`config.mk`:
```
export PLATFORM = sky130hd
export DESIGN_NAME = pwr_seq_top
export DESIGN_NICKNAME = d
export VERILOG_FILES = /design/src/rtl/pwr_seq_pkg.sv /design/src/rtl/pwr_seq_gate.sv /design/src/rtl/pwr_seq_fsm.sv /design/src/rtl/pwr_seq_clk.sv /design/src/rtl/pwr_seq_top.sv
export SDC_FILE = /design/constraint.sdc
export NUM_CORES = 1
export LEC_CHECK = 0
export ABC_AREA = 1
export BUFFER_PORTS_ARGS = -buffer_cell sky130_fd_sc_hd__buf_2
export CORE_MARGIN = 2
export CORE_UTILIZATION = 30
export DETAILED_ROUTE_END_ITERATION = 8
export GPL_TIMING_DRIVEN = 0
export PLACE_DENSITY_LB_ADDON = 0.08
export SYNTH_ARGS = -nofsm -noshare
export SYNTH_HDL_FRONTEND = slang
export SYNTH_SLANG_ARGS = --single-unit
```
`constraint.sdc`:
```
create_clock -name clk -period 1.7 [get_ports clk]
set_input_delay 0.085 -clock clk [delete_from_list [all_inputs] [get_ports clk]]
set_output_delay 0.085 -clock clk [all_outputs]
set_load 0.05 [all_outputs]
```
`src/rtl/pwr_seq_pkg.sv`:
```
package pwr_seq_pkg;

   localparam int REG_W   = 8;
   localparam int REG_KEY = 0;
   localparam int REG_PWR = 1;
   localparam int REG_CLK = 2;

   typedef enum logic [1:0] {
      PM_IDLE  = 2'd0,
      PM_STOP  = 2'd1,
      PM_WATCH = 2'd2,
      PM_SUBW  = 2'd3
   } pmode_t;

   typedef enum logic [1:0] {
      SQ_RUN = 2'd0,
      SQ_ACC = 2'd1,
      SQ_CMP = 2'd2
   } sq_t;

   typedef struct packed {
      logic       src_b;
      logic       src_a;
      logic       peri;
      logic       sscg;
      logic       pll;
      logic [2:0] cpu;
   } clkreg_t;

   // Clock register contents after a wake-up restore.
   function automatic clkreg_t wake_restore(input pmode_t m, input logic osc_off,
                                            input clkreg_t cur);
      clkreg_t r;
      r = cur;
      if (m != PM_IDLE) begin
         r.pll   = 1'b0;
         r.sscg  = 1'b0;
         r.peri  = 1'b0;
         r.src_a = 1'b0;
         r.src_b = 1'b0;
      end
      if (m == PM_WATCH || m == PM_SUBW)
         r.cpu = osc_off ? 3'b100 : 3'b000;
      else
         r.cpu = 3'b000;
      return r;
   endfunction

endpackage

```
`src/rtl/pwr_seq_gate.sv`:
```
module pwr_seq_gate
   import pwr_seq_pkg::*;
#(
   parameter int                ADDR_W  = 2,
   parameter logic [REG_W-1:0]  KEY_VAL = 8'hA5
) (
   input  logic              clk,
   input  logic              rst,
   input  logic              wr_en,
   input  logic [ADDR_W-1:0] wr_addr,
   input  logic [REG_W-1:0]  wr_data,
   output logic              wr_pwr,
   output logic              wr_clk
);

   logic armed;
   logic key_hit;

   assign key_hit = (wr_addr == ADDR_W'(REG_KEY)) && (wr_data == KEY_VAL);

   always_ff @(posedge clk) begin
      if (rst)
         armed <= 1'b0;
      else if (wr_en)
         armed <= key_hit;
   end

   assign wr_pwr = wr_en && armed && (wr_addr == ADDR_W'(REG_PWR));
   assign wr_clk = wr_en && armed && (wr_addr == ADDR_W'(REG_CLK));

   // any write other than the key leaves the gate closed
   p_key_spent_r2: assert property (@(posedge clk) disable iff (rst)
      (wr_en && !key_hit) |=> !armed);

   // an unarmed write never reaches a protected register
   p_need_key_r2: assert property (@(posedge clk) disable iff (rst)
      (!armed) |-> !(wr_pwr || wr_clk));

endmodule

```
`src/rtl/pwr_seq_fsm.sv`:
```
module pwr_seq_fsm
   import pwr_seq_pkg::*;
#(
   parameter int ENTRY_CYC = 5
) (
   input  logic       clk,
   input  logic       rst,
   input  logic       wr_pwr,
   input  logic       wr_stop,
   input  logic       wr_osc,
   input  logic [1:0] wr_mode,
   input  logic       wake,
   output sq_t        state,
   output pmode_t     mode,
   output logic       osc_off,
   output logic       req_pend,
   output logic       done,
   output logic       apply,
   output logic       strobe
);

   localparam int CNT_W = (ENTRY_CYC < 2) ? 1 : $clog2(ENTRY_CYC);
   localparam logic [CNT_W-1:0] CNT_LAST = CNT_W'(ENTRY_CYC - 1);

   logic [CNT_W-1:0] cnt;
   logic             take_pwr;

   assign take_pwr = wr_pwr && (state == SQ_RUN) && !req_pend;
   assign apply    = wake && ((state == SQ_ACC) || (state == SQ_CMP));

   always_ff @(posedge clk) begin
      if (rst) begin
         mode     <= PM_IDLE;
         osc_off  <= 1'b0;
         req_pend <= 1'b0;
      end else if (take_pwr) begin
         mode     <= pmode_t'(wr_mode);
         osc_off  <= wr_osc;
         req_pend <= wr_stop;
      end else if (state == SQ_RUN && req_pend) begin
         req_pend <= 1'b0;
      end
   end

   always_ff @(posedge clk) begin
      if (rst) begin
         state <= SQ_RUN;
         cnt   <= '0;
         done  <= 1'b0;
      end else begin
         unique case (state)
            SQ_RUN: begin
               if (req_pend && !wake) begin
                  state <= SQ_ACC;
                  cnt   <= '0;
                  done  <= 1'b0;
               end
            end
            SQ_ACC: begin
               if (wake) begin
                  state <= SQ_RUN;
               end else if (cnt == CNT_LAST) begin
                  state <= SQ_CMP;
                  done  <= 1'b1;
               end else begin
                  cnt <= cnt + 1'b1;
               end
            end
            SQ_CMP: begin
               if (wake)
                  state <= SQ_RUN;
            end
            default: state <= SQ_RUN;
         endcase
      end
   end

   always_ff @(posedge clk) begin
      if (rst)
         strobe <= 1'b0;
      else
         strobe <= apply;
   end

   // a pending request without wake-up is accepted and clears the flag
   p_accept_r4: assert property (@(posedge clk) disable iff (rst)
      (state == SQ_RUN && req_pend && !wake) |=> (state == SQ_ACC && !done));

   // a wake-up in the first cycle drops the request
   p_refuse_r5: assert property (@(posedge clk) disable iff (rst)
      (state == SQ_RUN && req_pend && wake) |=> (state == SQ_RUN && !req_pend && !strobe));

   // the completed state always carries the completion flag
   p_cmp_done_r6: assert property (@(posedge clk) disable iff (rst)
      (state == SQ_CMP) |-> done);

   // no completion flag while entry is still in progress
   p_acc_flag_r7: assert property (@(posedge clk) disable iff (rst)
      (state == SQ_ACC) |-> !done);

   // flag survives a wake-up out of the completed state
   p_keep_flag_r8: assert property (@(posedge clk) disable iff (rst)
      (state == SQ_CMP && wake) |=> (done && state == SQ_RUN));

   // strobe is one cycle wide and follows a deep state
   p_strobe_one_r13: assert property (@(posedge clk) disable iff (rst)
      strobe |=> !strobe);
   p_strobe_src_r13: assert property (@(posedge clk) disable iff (rst)
      strobe |-> ($past(state) != SQ_RUN));

   // power writes do not change mode outside the idle running state
   p_pwr_blocked_r12: assert property (@(posedge clk) disable iff (rst)
      (wr_pwr && (state != SQ_RUN || req_pend)) |=> $stable(mode));

endmodule

```
`src/rtl/pwr_seq_clk.sv`:
```
module pwr_seq_clk
   import pwr_seq_pkg::*;
#(
   parameter logic [REG_W-1:0] CLK_RST  = 8'h18,
   parameter bit               CLK_ONCE = 1'b1
) (
   input  logic             clk,
   input  logic             rst,
   input  logic             wr_clk,
   input  logic [REG_W-1:0] wr_data,
   input  logic             apply,
   input  pmode_t           mode,
   input  logic             osc_off,
   output clkreg_t          q
);

   clkreg_t wd;
   logic    lock_q;

   assign wd = clkreg_t'(wr_data);

   generate
      if (CLK_ONCE) begin : g_once
         logic lock_r;
         always_ff @(posedge clk) begin
            if (rst)
               lock_r <= 1'b0;
            else if (apply)
               lock_r <= 1'b0;
            else if (wr_clk)
               lock_r <= 1'b1;
         end
         assign lock_q = lock_r;

         // a locked CPU field ignores further software writes
         p_cpu_locked_r11: assert property (@(posedge clk) disable iff (rst)
            (lock_r && wr_clk && !apply) |=> $stable(q.cpu));
      end else begin : g_free
         assign lock_q = 1'b0;
      end
   endgenerate

   always_ff @(posedge clk) begin
      if (rst) begin
         q <= clkreg_t'(CLK_RST);
      end else if (apply) begin
         q <= wake_restore(mode, osc_off, q);
      end else if (wr_clk) begin
         q.pll   <= wd.pll;
         q.sscg  <= wd.sscg;
         q.peri  <= wd.peri;
         q.src_a <= wd.src_a;
         q.src_b <= wd.src_b;
         if (!lock_q)
            q.cpu <= wd.cpu;
      end
   end

endmodule

```
`src/rtl/pwr_seq_top.sv`:
```
module pwr_seq_top
   import pwr_seq_pkg::*;
#(
   parameter int               ADDR_W    = 2,
   parameter logic [REG_W-1:0] KEY_VAL   = 8'hA5,
   parameter int               ENTRY_CYC = 5,
   parameter logic [REG_W-1:0] CLK_RST   = 8'h18,
   parameter bit               CLK_ONCE  = 1'b1
) (
   input  logic              clk,
   input  logic              rst,
   input  logic              wr_en,
   input  logic [ADDR_W-1:0] wr_addr,
   input  logic [REG_W-1:0]  wr_data,
   input  logic [ADDR_W-1:0] rd_addr,
   output logic [REG_W-1:0]  rd_data,
   input  logic              wake,
   output logic [2:0]        cpu_clk,
   output logic              pll_on,
   output logic              sscg_on,
   output logic              peri_sel,
   output logic [1:0]        src_sel,
   output logic              wake_applied,
   output logic              psm_done
);

   generate
      if (ADDR_W < 2) begin : g_bad_addr
         $error("pwr_seq_top: ADDR_W must be at least 2");
      end
      if (ENTRY_CYC < 1 || ENTRY_CYC > 65535) begin : g_bad_entry
         $error("pwr_seq_top: ENTRY_CYC out of range");
      end
   endgenerate

   logic    wr_pwr, wr_clk;
   sq_t     state;
   pmode_t  mode;
   logic    osc_off, req_pend, done, apply, strobe;
   clkreg_t creg;

   pwr_seq_gate #(.ADDR_W(ADDR_W), .KEY_VAL(KEY_VAL)) u_gate (
      .clk(clk), .rst(rst), .wr_en(wr_en), .wr_addr(wr_addr), .wr_data(wr_data),
      .wr_pwr(wr_pwr), .wr_clk(wr_clk)
   );

   pwr_seq_fsm #(.ENTRY_CYC(ENTRY_CYC)) u_fsm (
      .clk(clk), .rst(rst), .wr_pwr(wr_pwr),
      .wr_stop(wr_data[7]), .wr_osc(wr_data[2]), .wr_mode(wr_data[1:0]),
      .wake(wake), .state(state), .mode(mode), .osc_off(osc_off),
      .req_pend(req_pend), .done(done), .apply(apply), .strobe(strobe)
   );

   pwr_seq_clk #(.CLK_RST(CLK_RST), .CLK_ONCE(CLK_ONCE)) u_clk (
      .clk(clk), .rst(rst), .wr_clk(wr_clk), .wr_data(wr_data), .apply(apply),
      .mode(mode), .osc_off(osc_off), .q(creg)
   );

   always_comb begin
      if (rd_addr == ADDR_W'(REG_PWR))
         rd_data = {1'b0, done, req_pend, state, osc_off, mode};
      else if (rd_addr == ADDR_W'(REG_CLK))
         rd_data = creg;
      else
         rd_data = '0;
   end

   assign cpu_clk      = creg.cpu;
   assign pll_on       = creg.pll  && (state != SQ_CMP);
   assign sscg_on      = creg.sscg && (state != SQ_CMP);
   assign peri_sel     = creg.peri;
   assign src_sel      = {creg.src_b, creg.src_a};
   assign wake_applied = strobe;
   assign psm_done     = done;

   // deep modes leave every PLL-related bit cleared after a restore
   p_restore_bits_r9: assert property (@(posedge clk) disable iff (rst)
      (apply && mode != PM_IDLE) |=> (!pll_on && !sscg_on && !peri_sel && src_sel == 2'b00));

   // watch modes pick the CPU field from the oscillator option
   p_watch_cpu_r10: assert property (@(posedge clk) disable iff (rst)
      (apply && (mode == PM_WATCH || mode == PM_SUBW)) |=> (cpu_clk == {osc_off, 2'b00}));

   // idle and stop clear the CPU field
   p_plain_cpu_r10: assert property (@(posedge clk) disable iff (rst)
      (apply && (mode == PM_IDLE || mode == PM_STOP)) |=> (cpu_clk == 3'b000));

   // no clock enables while entry is complete
   p_cmp_quiet_r6: assert property (@(posedge clk) disable iff (rst)
      (psm_done && !wake_applied && rd_addr == ADDR_W'(REG_CLK) && state == SQ_CMP)
         |-> !(pll_on || sscg_on));

endmodule

```
# After elaboration in Yosys (flattened, before gate mapping)
# Index checks and enable logic that the tools add are counted.
# W data, S select, Z words.
# totals
input_bits,16
reg_bits,21
elab_cells,85
output_inout_bits,18
# op_classes
eq_ne,19
reduce_logical,27
muxes,23
add_sub_neg,1
# op_table
cell,count
$mux W8,4
$mux W3,6
$ne A2 B2 Y1 const B,7
$logic_and A1 B1 Y1,11
$eq A2 B2 Y1 const B,5
$eq A8 B8 Y1 const B,1
$mux W2,4
$reduce_and A4 Y1,2
$reduce_bool A2 Y1,4
$eq A2 B1 Y1 const B,3
$pmux W2 S3,1
$pmux W3 S2,1
$mux W1,5
$mux W5,1
$logic_not A2 Y1,2
$reduce_and A2 Y1,2
$add A3 B1 Y3 const B,1
$eq A3 B3 Y1 const B,1
$ne A3 B3 Y1 const B,1
$reduce_and A3 Y1,1
$logic_not A1 Y1,2
$logic_or A1 B1 Y1,2
$ne A2 B1 Y1 const B,1
$pmux W1 S2,1
$reduce_or A2 Y1,1

# Depth between registers and ports, before layout
# logic_depth
depth_word,5
mapped_depth,10

# Modules after synthesis
# A second synthesis with hierarchy kept.
# hier_totals
hier_cells,188
area_unflattened_um2,1267.5
# by_module_without_submodules
module,instances,area_per_inst_um2,cells_each,seq_area_each_um2
pwr_seq_fsm,1,615.6,87,220.2
pwr_seq_clk,1,375.4,51,180.2
pwr_seq_top,1,176.4,31,0.0
pwr_seq_gate,1,100.1,19,20.0

# Worst setup path before layout
# Ideal clock, no wire load.
# synth_timing
path_kind,reg-to-output
start,register u_clk.q[5] in the netlist's numbering
end,output port rd_data[5]
required_time_ns,1.615
t_arrival_ns,1.521
path_buffers,0
path_stages_with_launch,3
path_slack_ns,0.094
cell_sequence,dfxtp_1 -> inv_1 -> o22ai_1
# synth_between
elab_chain_cells,2
# synth_rtl
element,line,rtl
start: declaration,pwr_seq_clk.sv:14,output clkreg_t q
start signal: assignment,pwr_seq_clk.sv:45,q <= clkreg_t'(CLK_RST);
start signal: assignment,pwr_seq_clk.sv:47,"q <= wake_restore(mode, osc_off, q);"
$mux W8,pwr_seq_top.sv:62,else if (rd_addr == ADDR_W'(REG_CLK))
$mux W8,pwr_seq_top.sv:60,if (rd_addr == ADDR_W'(REG_PWR))
end: declaration,pwr_seq_top.sv:16,"output logic [REG_W-1:0] rd_data,"
# No other way between the ends.

# Worst setup path after layout
# layout_timing
start,register u_fsm.state[1]
end,register u_clk.q[5] in the netlist's numbering
# layout_between
elab_chain_cells,5
word_cells_on_any_way,8
cone_classes,3 x eq/ne; 1 x mux; 4 x reduce/logical
# layout_rtl
element,line,rtl
start: declaration,pwr_seq_fsm.sv:13,"output sq_t state,"
start signal: assignment,pwr_seq_fsm.sv:47,state <= SQ_RUN;
start signal: assignment,pwr_seq_fsm.sv:54,state <= SQ_ACC;
start signal: assignment,pwr_seq_fsm.sv:61,state <= SQ_RUN;
$eq A2 B1 Y1 or $eq A2 B2 Y1 (tied branches),pwr_seq_fsm.sv:29,assign apply = wake && ((state == SQ_ACC) || (state == SQ_CMP));
$logic_or A1 B1 Y1 *,pwr_seq_fsm.sv:29,
$logic_and A1 B1 Y1 *,pwr_seq_fsm.sv:29,
$ne A2 B1 Y1 (no source line) or $reduce_bool A2 Y1 (tied branches),n/a,
$reduce_and A2 Y1 (no source line),n/a,
# Mark *: on every way between the ends. The rest lies on a longest branch, timed or not.
# A chain may end at the register's enable or synchronous reset.

==> run metrics <==
status=finished, final reports clean; Post-Route WL=3230 um; area fraction of the dominant cell type after synthesis=32.9%; Detailed Routing Iterations Pass 1=5; DR vias=1272; number of synthesized flops with an enable pin=0; main flop type after synthesis=dfxtp_1; Hold Crit Depth=2; Placed Cells=269; Worst Max-Slew Pin Slew=0.238 ns; row count=23; cell depth of the worst setup path=8; Num CTS Buffers=3; Tmin final=1.45 ns; CTS sink cnt=21; P_int=853 uW; initial antenna violation count=0; Port Buffers=33; net count reported at finish=245; Bufs and invs on worst path=2; DR vias/cell=4.66; area added between synthesis and finish=21.4%; post-cts resize count=0; total negative setup slack=0 ns; largest net degree at the start of global routing=12; final hold violation count=0; PD cells=909 nW/um^2; layout cells sized above 1=29.6%; fin crit share=85.3%; starting density of the core=31.5%; Lkg Pwr=0.772 nW; CP max stage delay=0.34 ns; grt met3 use=2.03%; DRC Markers=0; CP Max Fanout=9; Slew Viols, Final=0; synthesized cell area=1280 um^2; Max clock buf depth=2; die width=69.3 um; Critical Path End Type=flop; Synth area leaders=dfxtp_1, nand2_1, nand3_1, inv_1, nor2_1; grt peak-use layer=met2; CORE AREA=4060 um^2; Seq pwr share=39.0%; hold crit path type=in -> reg; sequential cell area=420 um^2; grt met1 use=17.7%; Peak supply drop=0.305 mV; CP max-delay cell=dfxtp_1; io pins=34; worst hold slack=0.0507 ns; M2 GR Usage=24.9%; Sw Ratio=39.5%; total die area=4800 um^2; first-pass GRT wire length=5520 um; vias in the first global route=1238; Avg Inst Size Synth=6.87 um^2; worst-skew pair later-pin latency=0.26 ns; Clock Power Share=23.5%; Multi-input gate area=687 um^2; fmax=0.690 GHz; Mapped Cells=186; max cap viols=0; RePlAce Congestion=0.806; Setup crit start kind=flop; crit path cell chain=inv_1 > ha_1 > nand2_4 > clkinv_4 > o21ai_4 > nand3_1 > nand2_1 > nor2_1; relative slew slack=84.1%; Post-CTS Setup Inserts=0; H-Tree Depth=1; CP arrival=1.61 ns; WL per Instance=11.8 um; Largest delay share family, worst path=simple AND/OR/NAND/NOR gates; fillers=452; most frequent cells after synthesis=nand2_1, dfxtp_1, inv_1; register bit total from synthesis=21; fin cells=273; critical path class=reg -> reg; count of different cell masters after synthesis=27; P_sw=556 uW; DRT iter0 DRCs=38; Final ANT Viol Nets=0; diode count=0; total track usage=14.1%; Seq/Total Area, Yosys=32.9%; yosys warns=0; global route total overflow=0; Worst-path clk slew=0.08 ns; Post-synth ARST share=0%; Yosys top cell by area=dfxtp_1; CTS root buffer=clkbuf_8; # setup viols final=0; combinational power share=37.6%; height of the die=69.3 um; R2R cell count=8; synthesized net count=207; top-count cell post-synth=nand2_1; CTS tree=yes; worst path required time=1.86 ns; RSZ-0062 raised after global routing=no; Final Skew=0.00120 ns; hold_buf cts=0; DP HPWL=2630 um
==> power groups by stage <==
stage          Clock, mW  Combinational, mW  Sequential [mW]
2_1_floorplan          0              0.386            0.580
3_3_place_gp           0              0.525            0.559
3_5_place_dp           0              0.532            0.561
4_1_cts            0.349              0.534            0.550
5_1_grt            0.368              0.589            0.554
6_report           0.330              0.529            0.549
==> kinds of logic (layout without fill, tap and decap cells) <==
| logic type | Yosys count | in the layout | share of synthesized area [%] |
|---|---|---|---|
| AO/OA/AOI/OAI | 30 | 30 | 13.9 |
| adder cells (fa/ha/maj) | 5 | 5 | 4.90 |
| buffers and inverters | 38 | 75 | 13.3 |
| flip-flops | 21 | 21 | 32.9 |
| AND/OR/NAND/NOR | 92 | 92 | 35.0 |
==> final timing paths <==
kind | slack [ns] | to | start
worst max-delay path | 0.25 | u_clk.q[5] | u_fsm.state[1]
worst min-delay path | 0.05 | u_fsm.req_pend | rst
worst max register to register | 0.25 | u_clk.q[5] | u_fsm.state[1]
worst min register to register | 0.48 | u_clk.q[0] | u_clk.q[0]
==> per-stage QoR <==
step | power (mW) | worst slack, ns | utilization (%) | cell area [um^2]
3_3_place_gp | 1.08 | 0.266 | 37.1 | 1510
5_1_grt | 1.51 | 0.118 | 38.2 | 1550
2_1_floorplan | 0.966 | 0.0942 | - | 1280
3_5_place_dp | 1.09 | 0.248 | 37.1 | 1510
4_1_cts | 1.43 | 0.223 | 38.2 | 1550
6_report | 1.41 | 0.250 | 38.2 | 1550
==> flip-flops by register name (all words and copies together), names as in the netlist <==
name	cells
u_fsm.mode	2
u_fsm.req_pend	1
u_gate.armed	1
u_fsm.state	2
u_fsm.osc_off	1
u_fsm.strobe	1
u_clk.q	8
u_fsm.cnt	3
u_fsm.done	1
u_clk.g_once.lock_r	1
==> cells in the final DEF, fill, tap and decap left out, drive strengths merged <==
cell | netlist | layout
nand2 | 43 | 43
buf | 8 | 41
inv | 29 | 29
dfxtp | 21 | 21
nor2 | 21 | 21
nand3 | 21 | 21
a21oi | 12 | 12
o21ai | 11 | 11
ha | 5 | 5
o22ai | 4 | 4
clkbuf | 0 | 4
nor3 | 3 | 3
a21boi | 2 | 2
nand4 | 2 | 2
or2 | 1 | 1
clkinv | 1 | 1
nand3b | 1 | 1
o21a | 1 | 1
==> per-layer routing <==
metal  wire length (um)  vias up
met2               1550       25
met4                 22        0
met5                  0        -
met1               1550      582
li1                   -      663
met3                111        2
==> layout make-up <==
| type | instances | area share [%] |
|---|---|---|
| well taps | 50 | 4.04 |
| clock buffers | 4 | 2.91 |
| multi-input cells | 127 | 44.3 |
| flip-flops and latches | 21 | 27.1 |
| inverters | 30 | 7.59 |
| plain buffers | 8 | 3.39 |
| repair buffers | 33 | 10.7 |
No activity file was read; power rests on OpenSTA's default activity.
